`src/rtl/modulo_timer_pkg.sv`:
```
// Package: shared types for the modulo timer.
// Assumes: nothing beyond IEEE 1800-2017.
package modulo_timer_pkg;

    // State of the single wait slot.
    typedef enum logic {
        SLOT_FREE  = 1'b0,
        SLOT_ARMED = 1'b1
    } slot_state_e;

endpackage

```
`src/rtl/tick_divider.sv`:
```
// Module: tick_divider
// Produces a one-cycle tick every DIV+1 clock cycles, where DIV is sampled
// each cycle. Assumes the divide value may change at any time; a count
// already past a lowered divide value fires at once.
module tick_divider #(
    parameter int PRESC_W = 8
) (
    input  logic               clk_i,
    input  logic               rst_n,
    input  logic [PRESC_W-1:0] div_i,
    output logic               tick_o
);

    logic [PRESC_W-1:0] phase_q;

    // Tick when the phase has reached the divide value.
    always_comb begin
        tick_o = (phase_q >= div_i);
    end

    // Advance the phase, restarting after each tick.
    always_ff @(posedge clk_i) begin
        if (!rst_n) begin
            phase_q <= '0;
        end else if (tick_o) begin
            phase_q <= '0;
        end else begin
            phase_q <= phase_q + PRESC_W'(1);
        end
    end

endmodule

```
`src/rtl/time_counter.sv`:
```
// Module: time_counter
// The free-running count itself. Steps by one on each tick, wraps naturally.
// Assumes tick_i is a single-cycle strobe from the divider.
module time_counter #(
    parameter int WIDTH = 32
) (
    input  logic             clk_i,
    input  logic             rst_n,
    input  logic             tick_i,
    output logic [WIDTH-1:0] now_o
);

    logic [WIDTH-1:0] count_q;

    // Step the count on each tick; hold otherwise.
    always_ff @(posedge clk_i) begin
        if (!rst_n) begin
            count_q <= '0;
        end else if (tick_i) begin
            count_q <= count_q + WIDTH'(1);
        end
    end

    assign now_o = count_q;

endmodule

```
`src/rtl/time_snapshot.sv`:
```
// Module: time_snapshot
// One client read port: captures the count when enabled, holds it otherwise.
// Assumes the consumer samples the field one cycle after raising enable.
module time_snapshot #(
    parameter int WIDTH = 32
) (
    input  logic             clk_i,
    input  logic             rst_n,
    input  logic             en_i,
    input  logic [WIDTH-1:0] now_i,
    output logic [WIDTH-1:0] data_o
);

    logic [WIDTH-1:0] hold_q;

    // Capture the present count on enable.
    always_ff @(posedge clk_i) begin
        if (!rst_n) begin
            hold_q <= '0;
        end else if (en_i) begin
            hold_q <= now_i;
        end
    end

    assign data_o = hold_q;

endmodule

```
`src/rtl/wait_unit.sv`:
```
// Module: wait_unit
// Holds one armed target and pulses release on the first tick at which the
// count is after it under modulo (signed difference) ordering.
// Assumes one outstanding request; later requests wait for ready.
module wait_unit #(
    parameter int WIDTH = 32
) (
    input  logic             clk_i,
    input  logic             rst_n,
    input  logic             tick_i,
    input  logic [WIDTH-1:0] now_i,
    input  logic             req_valid_i,
    output logic             req_ready_o,
    input  logic [WIDTH-1:0] req_target_i,
    output logic [WIDTH-1:0] target_o,
    output logic             release_o
);
    import modulo_timer_pkg::*;

    localparam int SIGN_BIT = WIDTH - 1;

    slot_state_e      slot_q;
    logic [WIDTH-1:0] target_q;
    logic [WIDTH-1:0] delta;
    logic             passed;
    logic             release_q;

    // Modulo order: positive non-zero signed difference means "after".
    always_comb begin
        delta  = now_i - target_q;
        passed = !delta[SIGN_BIT] && (delta != '0);
    end

    // Accept a request when free; release and free the slot once passed.
    always_ff @(posedge clk_i) begin
        if (!rst_n) begin
            slot_q    <= SLOT_FREE;
            target_q  <= '0;
            release_q <= 1'b0;
        end else begin
            release_q <= 1'b0;
            case (slot_q)
                SLOT_FREE: begin
                    if (req_valid_i) begin
                        target_q <= req_target_i;
                        slot_q   <= SLOT_ARMED;
                    end
                end
                SLOT_ARMED: begin
                    if (tick_i && passed) begin
                        release_q <= 1'b1;
                        slot_q    <= SLOT_FREE;
                    end
                end
                default: slot_q <= SLOT_FREE;
            endcase
        end
    end

    assign req_ready_o = (slot_q == SLOT_FREE);
    assign target_o    = target_q;
    assign release_o   = release_q;

endmodule

```
`src/rtl/modulo_timer.sv`:
```
// Module: modulo_timer (top)
// Free-running timer with a prescaler, NUM_RD capture ports and one
// modulo-compare wait port. Assumes a single clock and synchronous reset.
module modulo_timer #(
    parameter int WIDTH   = 32,
    parameter int PRESC_W = 8,
    parameter int NUM_RD  = 2
) (
    input  logic                    clk_i,
    input  logic                    rst_n,
    input  logic [PRESC_W-1:0]      div_i,
    input  logic [NUM_RD-1:0]       rd_en,
    output logic [NUM_RD*WIDTH-1:0] rd_data,
    input  logic                    wait_valid,
    output logic                    wait_ready,
    input  logic [WIDTH-1:0]        wait_target,
    output logic                    wait_release
);

    logic             tick_w;
    logic [WIDTH-1:0] now_w;
    logic [WIDTH-1:0] target_w;

    tick_divider #(.PRESC_W(PRESC_W)) u_div (
        .clk_i  (clk_i),
        .rst_n  (rst_n),
        .div_i  (div_i),
        .tick_o (tick_w)
    );

    time_counter #(.WIDTH(WIDTH)) u_cnt (
        .clk_i  (clk_i),
        .rst_n  (rst_n),
        .tick_i (tick_w),
        .now_o  (now_w)
    );

    // One capture register per client port.
    for (genvar p = 0; p < NUM_RD; p++) begin : g_port
        time_snapshot #(.WIDTH(WIDTH)) u_snap (
            .clk_i  (clk_i),
            .rst_n  (rst_n),
            .en_i   (rd_en[p]),
            .now_i  (now_w),
            .data_o (rd_data[p*WIDTH +: WIDTH])
        );
    end

    wait_unit #(.WIDTH(WIDTH)) u_wait (
        .clk_i        (clk_i),
        .rst_n        (rst_n),
        .tick_i       (tick_w),
        .now_i        (now_w),
        .req_valid_i  (wait_valid),
        .req_ready_o  (wait_ready),
        .req_target_i (wait_target),
        .target_o     (target_w),
        .release_o    (wait_release)
    );

endmodule

```
`config.mk`:
```
export PLATFORM = sky130hd
export DESIGN_NAME = modulo_timer
export DESIGN_NICKNAME = d
export VERILOG_FILES = /design/src/rtl/modulo_timer_pkg.sv /design/src/rtl/tick_divider.sv /design/src/rtl/time_counter.sv /design/src/rtl/time_snapshot.sv /design/src/rtl/wait_unit.sv /design/src/rtl/modulo_timer.sv
export SDC_FILE = /design/constraint.sdc
export NUM_CORES = 1
export LEC_CHECK = 0
export BUFFER_PORTS_ARGS = -buffer_cell sky130_fd_sc_hd__buf_4
export CAP_MARGIN = 20
export CORE_MARGIN = 10
export CORE_UTILIZATION = 62
export CTS_CLUSTER_DIAMETER = 150
export DETAILED_ROUTE_END_ITERATION = 16
export HOLD_SLACK_MARGIN = 0.05
export PLACE_DENSITY = 0.86
export SKIP_CTS_REPAIR_TIMING = 1
export SLEW_MARGIN = 20
export SYNTH_ARGS = -nofsm -noshare
export SYNTH_HDL_FRONTEND = slang
export SYNTH_SLANG_ARGS = --single-unit
```
`constraint.sdc`:
```
create_clock -name clk_i -period 5.3 [get_ports clk_i]
set_input_delay 0.795 -clock clk_i [delete_from_list [all_inputs] [get_ports clk_i]]
set_output_delay 0.795 -clock clk_i [all_outputs]
set_load 0.005 [all_outputs]
```
==> impl_metrics.yaml <==
clocking:
  h-tree-depth: 4
  clk_pin_slew_ns: 0.06
  clockBufferDepth: 2
  cts_sinks: 138
  cts_root_buf: "clkbuf_16"
  clock_latency_ns: 0.42
  cts_made_buffers: 17
  cts_tree: "built"
critical_path:
  r2r_slack_ns: 2.03
  worstReg2RegEnd: "u_wait.release_o"
  cpMaxStageDelayCell: "dfxtp_1"
  cp.buffers_inverters: 1
  crit_path_max_fanout: 6
  r2r.worst_path.cells: 12
  critPathTopFamily: "simple AND/OR/NAND/NOR gates"
  reg2reg_from: "u_cnt.now_o[0]"
  crit_chain: "inv_1 > ha_1 > fa_1 > nand2b_1 > a21oi_1 > o31a_2 > nor2_1 > a2111oi_4 > nand4_1 > nor4_1 > and4_1 > a211oi_1"
  start_kind: "flop"
  path_depth: 12
  crit_end: "u_wait.release_o"
  worst_ep_required_time_ns: 5.56
  critical_path_arrival_ns: 3.53
  cp_slowest_stage_delay_ns: 0.45
  path_class: "flop to flop"
  startpoint: "u_cnt.now_o[0]"
  end_kind: "flop"
sta:
  hold_viol: 0
  clock_skew_ns: 0.00688
  tns_ns: 0
  timing.slew.headroom_pct: 31.7
  setup_viol_count_final: 0
  rsz0062_at_grt: "false"
  min_period_ns: 3.27
  period_share_pct: 61.6
  layout_setup_ws_ns: 2.03
  worst_pin_slew_ns: 1.02
  max_clock_freq_ghz: 0.306
  slew_violations: 0
synthesis:
  ys_ff_latch: 138
  synth_enable_flop_cells: 0
  yosys.area_share.simple_pct: 21.8
  synth.top_cells.by_count: "nor2_1 (139), dfxtp_1 (138), nand2_1 (113), a21oi_1 (69), mux2i_1 (67)"
  yosys_most_used_dff: "dfxtp_1"
  yosysMostFrequentCell: "nor2_1"
  synth_top_family_by_area: "simple AND/OR/NAND/NOR gates"
  synth_fa_ha_area_share_pct: 7.00
  yosys-top-cells-area: "dfxtp_1 (36%), mux2i_1 (8.8%), nor2_1 (6.8%)"
  synth_cell_types: 79
  synth_area_um2: 7620
  avgSynthCellArea_um2: 8.17
  synth_xor_area_share_pct: 4.83
  synth_compound_area_share_pct: 15.7
  synthArstFlopShare_pct: 0
  synth_top_area_cell: "dfxtp_1"
  synth_top_area_share_pct: 36.3
  syn_inst: 932
  synth.area.mux_share_pct: 9.00
  ys_warn_count: 0
  syn_nets: 1019
  synth_seq_area_share_pct: 36.3
final_layout:
  diodes: 0
  area_growth_pct: 18.3
  final_cells: 1177
  final_nets: 1105
  fin_area_um2: 9010
  layout-drive-gt1-share_pct: 16.4
drt:
  routedWlPerCell_um: 18.1
  first_pass_iters: 5
  viasPerCell: 5.88
  via_count: 6917
  drc_errors: 0
  postRouteAntennaNets: 0
  drt_iter0_drc: 627
  drt_wl_total_um: 21300
pwr:
  p_comb_share_pct: 12.8
  power.density_nw_per_um2: 279
  p_leak_nw: 3.99
  internal_power_mw: 1.85
  p_clk_share_pct: 44.8
  power.switching_uw: 658
  p_sw_share_pct: 26.2
  power_frac_seq_pct: 42.4
  ir_drop_v: 0.000333
floorplanning:
  rows: 40
  die-area_um2: 17100
  fp.dieH_um: 131
  core-area_um2: 12000
  die_w_um: 131
  io-pin-count: 111
  initial_core_util_pct: 63.4
placement:
  placed_area_um2: 8460
  dp_hpwl_um: 15300
  portBuffers: 110
  placed_cells: 1146
  dp_slack_ns: 1.87
  gp_congestion: 1.03
grt:
  grtUsageMet2_pct: 40.9
  grt_pass1_wl_um: 34200
  antenna_found_initial: 0
  grt_usage_pct: 24.9
  grtUsageMet1_pct: 30.3
  grt_overflow_total: 0
  grt_use_met3_pct: 6.81
  grt_max_degree: 67
  grt_pass1_vias: 6910
  grt_most_used_layer: "met2"
min_path:
  worstHoldStart: "u_wait.target_o[7]"
  hold_class: "flop to flop"
outcome:
  status: "finished, final reports clean"
run:
  drv_cap: 0
-- power by group through the flow --
stage,logic [mW],clock network (mW),registers (mW)
after floorplan,0.234,0,1.09
after global placement,0.314,0,1.09
after detailed placement,0.315,0,1.09
after CTS,0.317,1.13,1.07
after global routing,0.352,1.17,1.07
final,0.321,1.12,1.07
-- cell families after synthesis --
kind of cell / after synthesis
multiplexers: 68
adder cells (fa/ha/maj): 42
XOR/XNOR: 42
flip-flops: 138
AO/OA/AOI/OAI: 173
buffers and inverters: 104
AND/OR/NAND/NOR: 365
-- how the worst min path moves through the flow --
| stage | end | slack [ns] | cells after the start |
|---|---|---|---|
| 5_1_grt | u_wait.target_o[5] | 0.47 | 2 |
| 3_3_place_gp | u_wait.target_o[26] | 0.44 | 2 |
| 6_report | u_wait.target_o[7] | 0.45 | 2 |
| 2_1_floorplan | u_wait.target_o[10] | 0.44 | 2 |
| 3_5_place_dp | u_wait.target_o[24] | 0.45 | 2 |
| 4_1_cts | u_wait.target_o[24] | 0.46 | 2 |
-- per-stage QoR --
stage	util [%]	power, mW	hold slack, ns
global route	75.1	2.59	0.471
finish	75.1	2.51	0.452
detailed placement	70.4	1.40	0.447
global placement	70.4	1.40	0.441
floorplan	-	1.32	0.436
CTS	75.1	2.51	0.456
-- tightest hold or removal path: cells and delay by family (launching register included) --
| kind | cells | cell delay [ns] |
|---|---|---|
| DFF | 1 | 0.31 |
| and+or+nand+nor | 1 | 0.05 |
| AOI/OAI and AO/OA | 1 | 0.05 |
-- registers in the layout (all words and copies together), names as in the netlist --
register	cells
u_wait.target_o	32
u_cnt.now_o	32
u_wait.slot_q	1
u_wait.release_o	1
u_div.phase_q	8
g_port.u_snap.data_o	64
-- layer usage --
| layer | part of all wire [%] | up-vias | routed length, µm |
|---|---|---|---|
| met2 | 48 | 227 | 10300 |
| met1 | 42 | 3249 | 8980 |
| met4 | 2.4 | 0 | 507 |
| li1 | - | 3392 | - |
| met3 | 7.3 | 49 | 1570 |
| met5 | 0 | - | 0 |
-- final cells by class --
class	count	area (µm²)
Clock buffer	21	460
Clock inverter	10	93.8
Fill cell	913	3000
Inverter	58	219
Multi-Input combinational cell	690	4450
Sequential cell	138	2760
Tap cell	147	184
Timing Repair Buffer	113	848
-- layout by cell type, fill, tap and decap left out, types with 6 or more instances in the layout --
| cell type | Yosys | routed |
|---|---|---|
| xnor2_1 | 23 | 23 |
| nand3_1 | 18 | 18 |
| a211oi_1 | 8 | 8 |
| buf_4 | 1 | 113 |
| o21ai_0 | 19 | 19 |
| ha_1 | 41 | 41 |
| nand2b_1 | 7 | 7 |
| o21bai_1 | 6 | 6 |
| and3_1 | 10 | 10 |
| nand4_1 | 14 | 14 |
| nor3_1 | 22 | 22 |
| xor2_1 | 19 | 19 |
| o21a_1 | 7 | 7 |
| nand2_1 | 113 | 113 |
| nor2_1 | 139 | 139 |
| mux2i_1 | 67 | 67 |
| dfxtp_1 | 138 | 138 |
| a21o_1 | 11 | 11 |
| inv_1 | 56 | 55 |
| clkbuf_16 | 0 | 17 |
| a21oi_1 | 69 | 69 |
No activity file was read; power rests on OpenSTA's default activity.
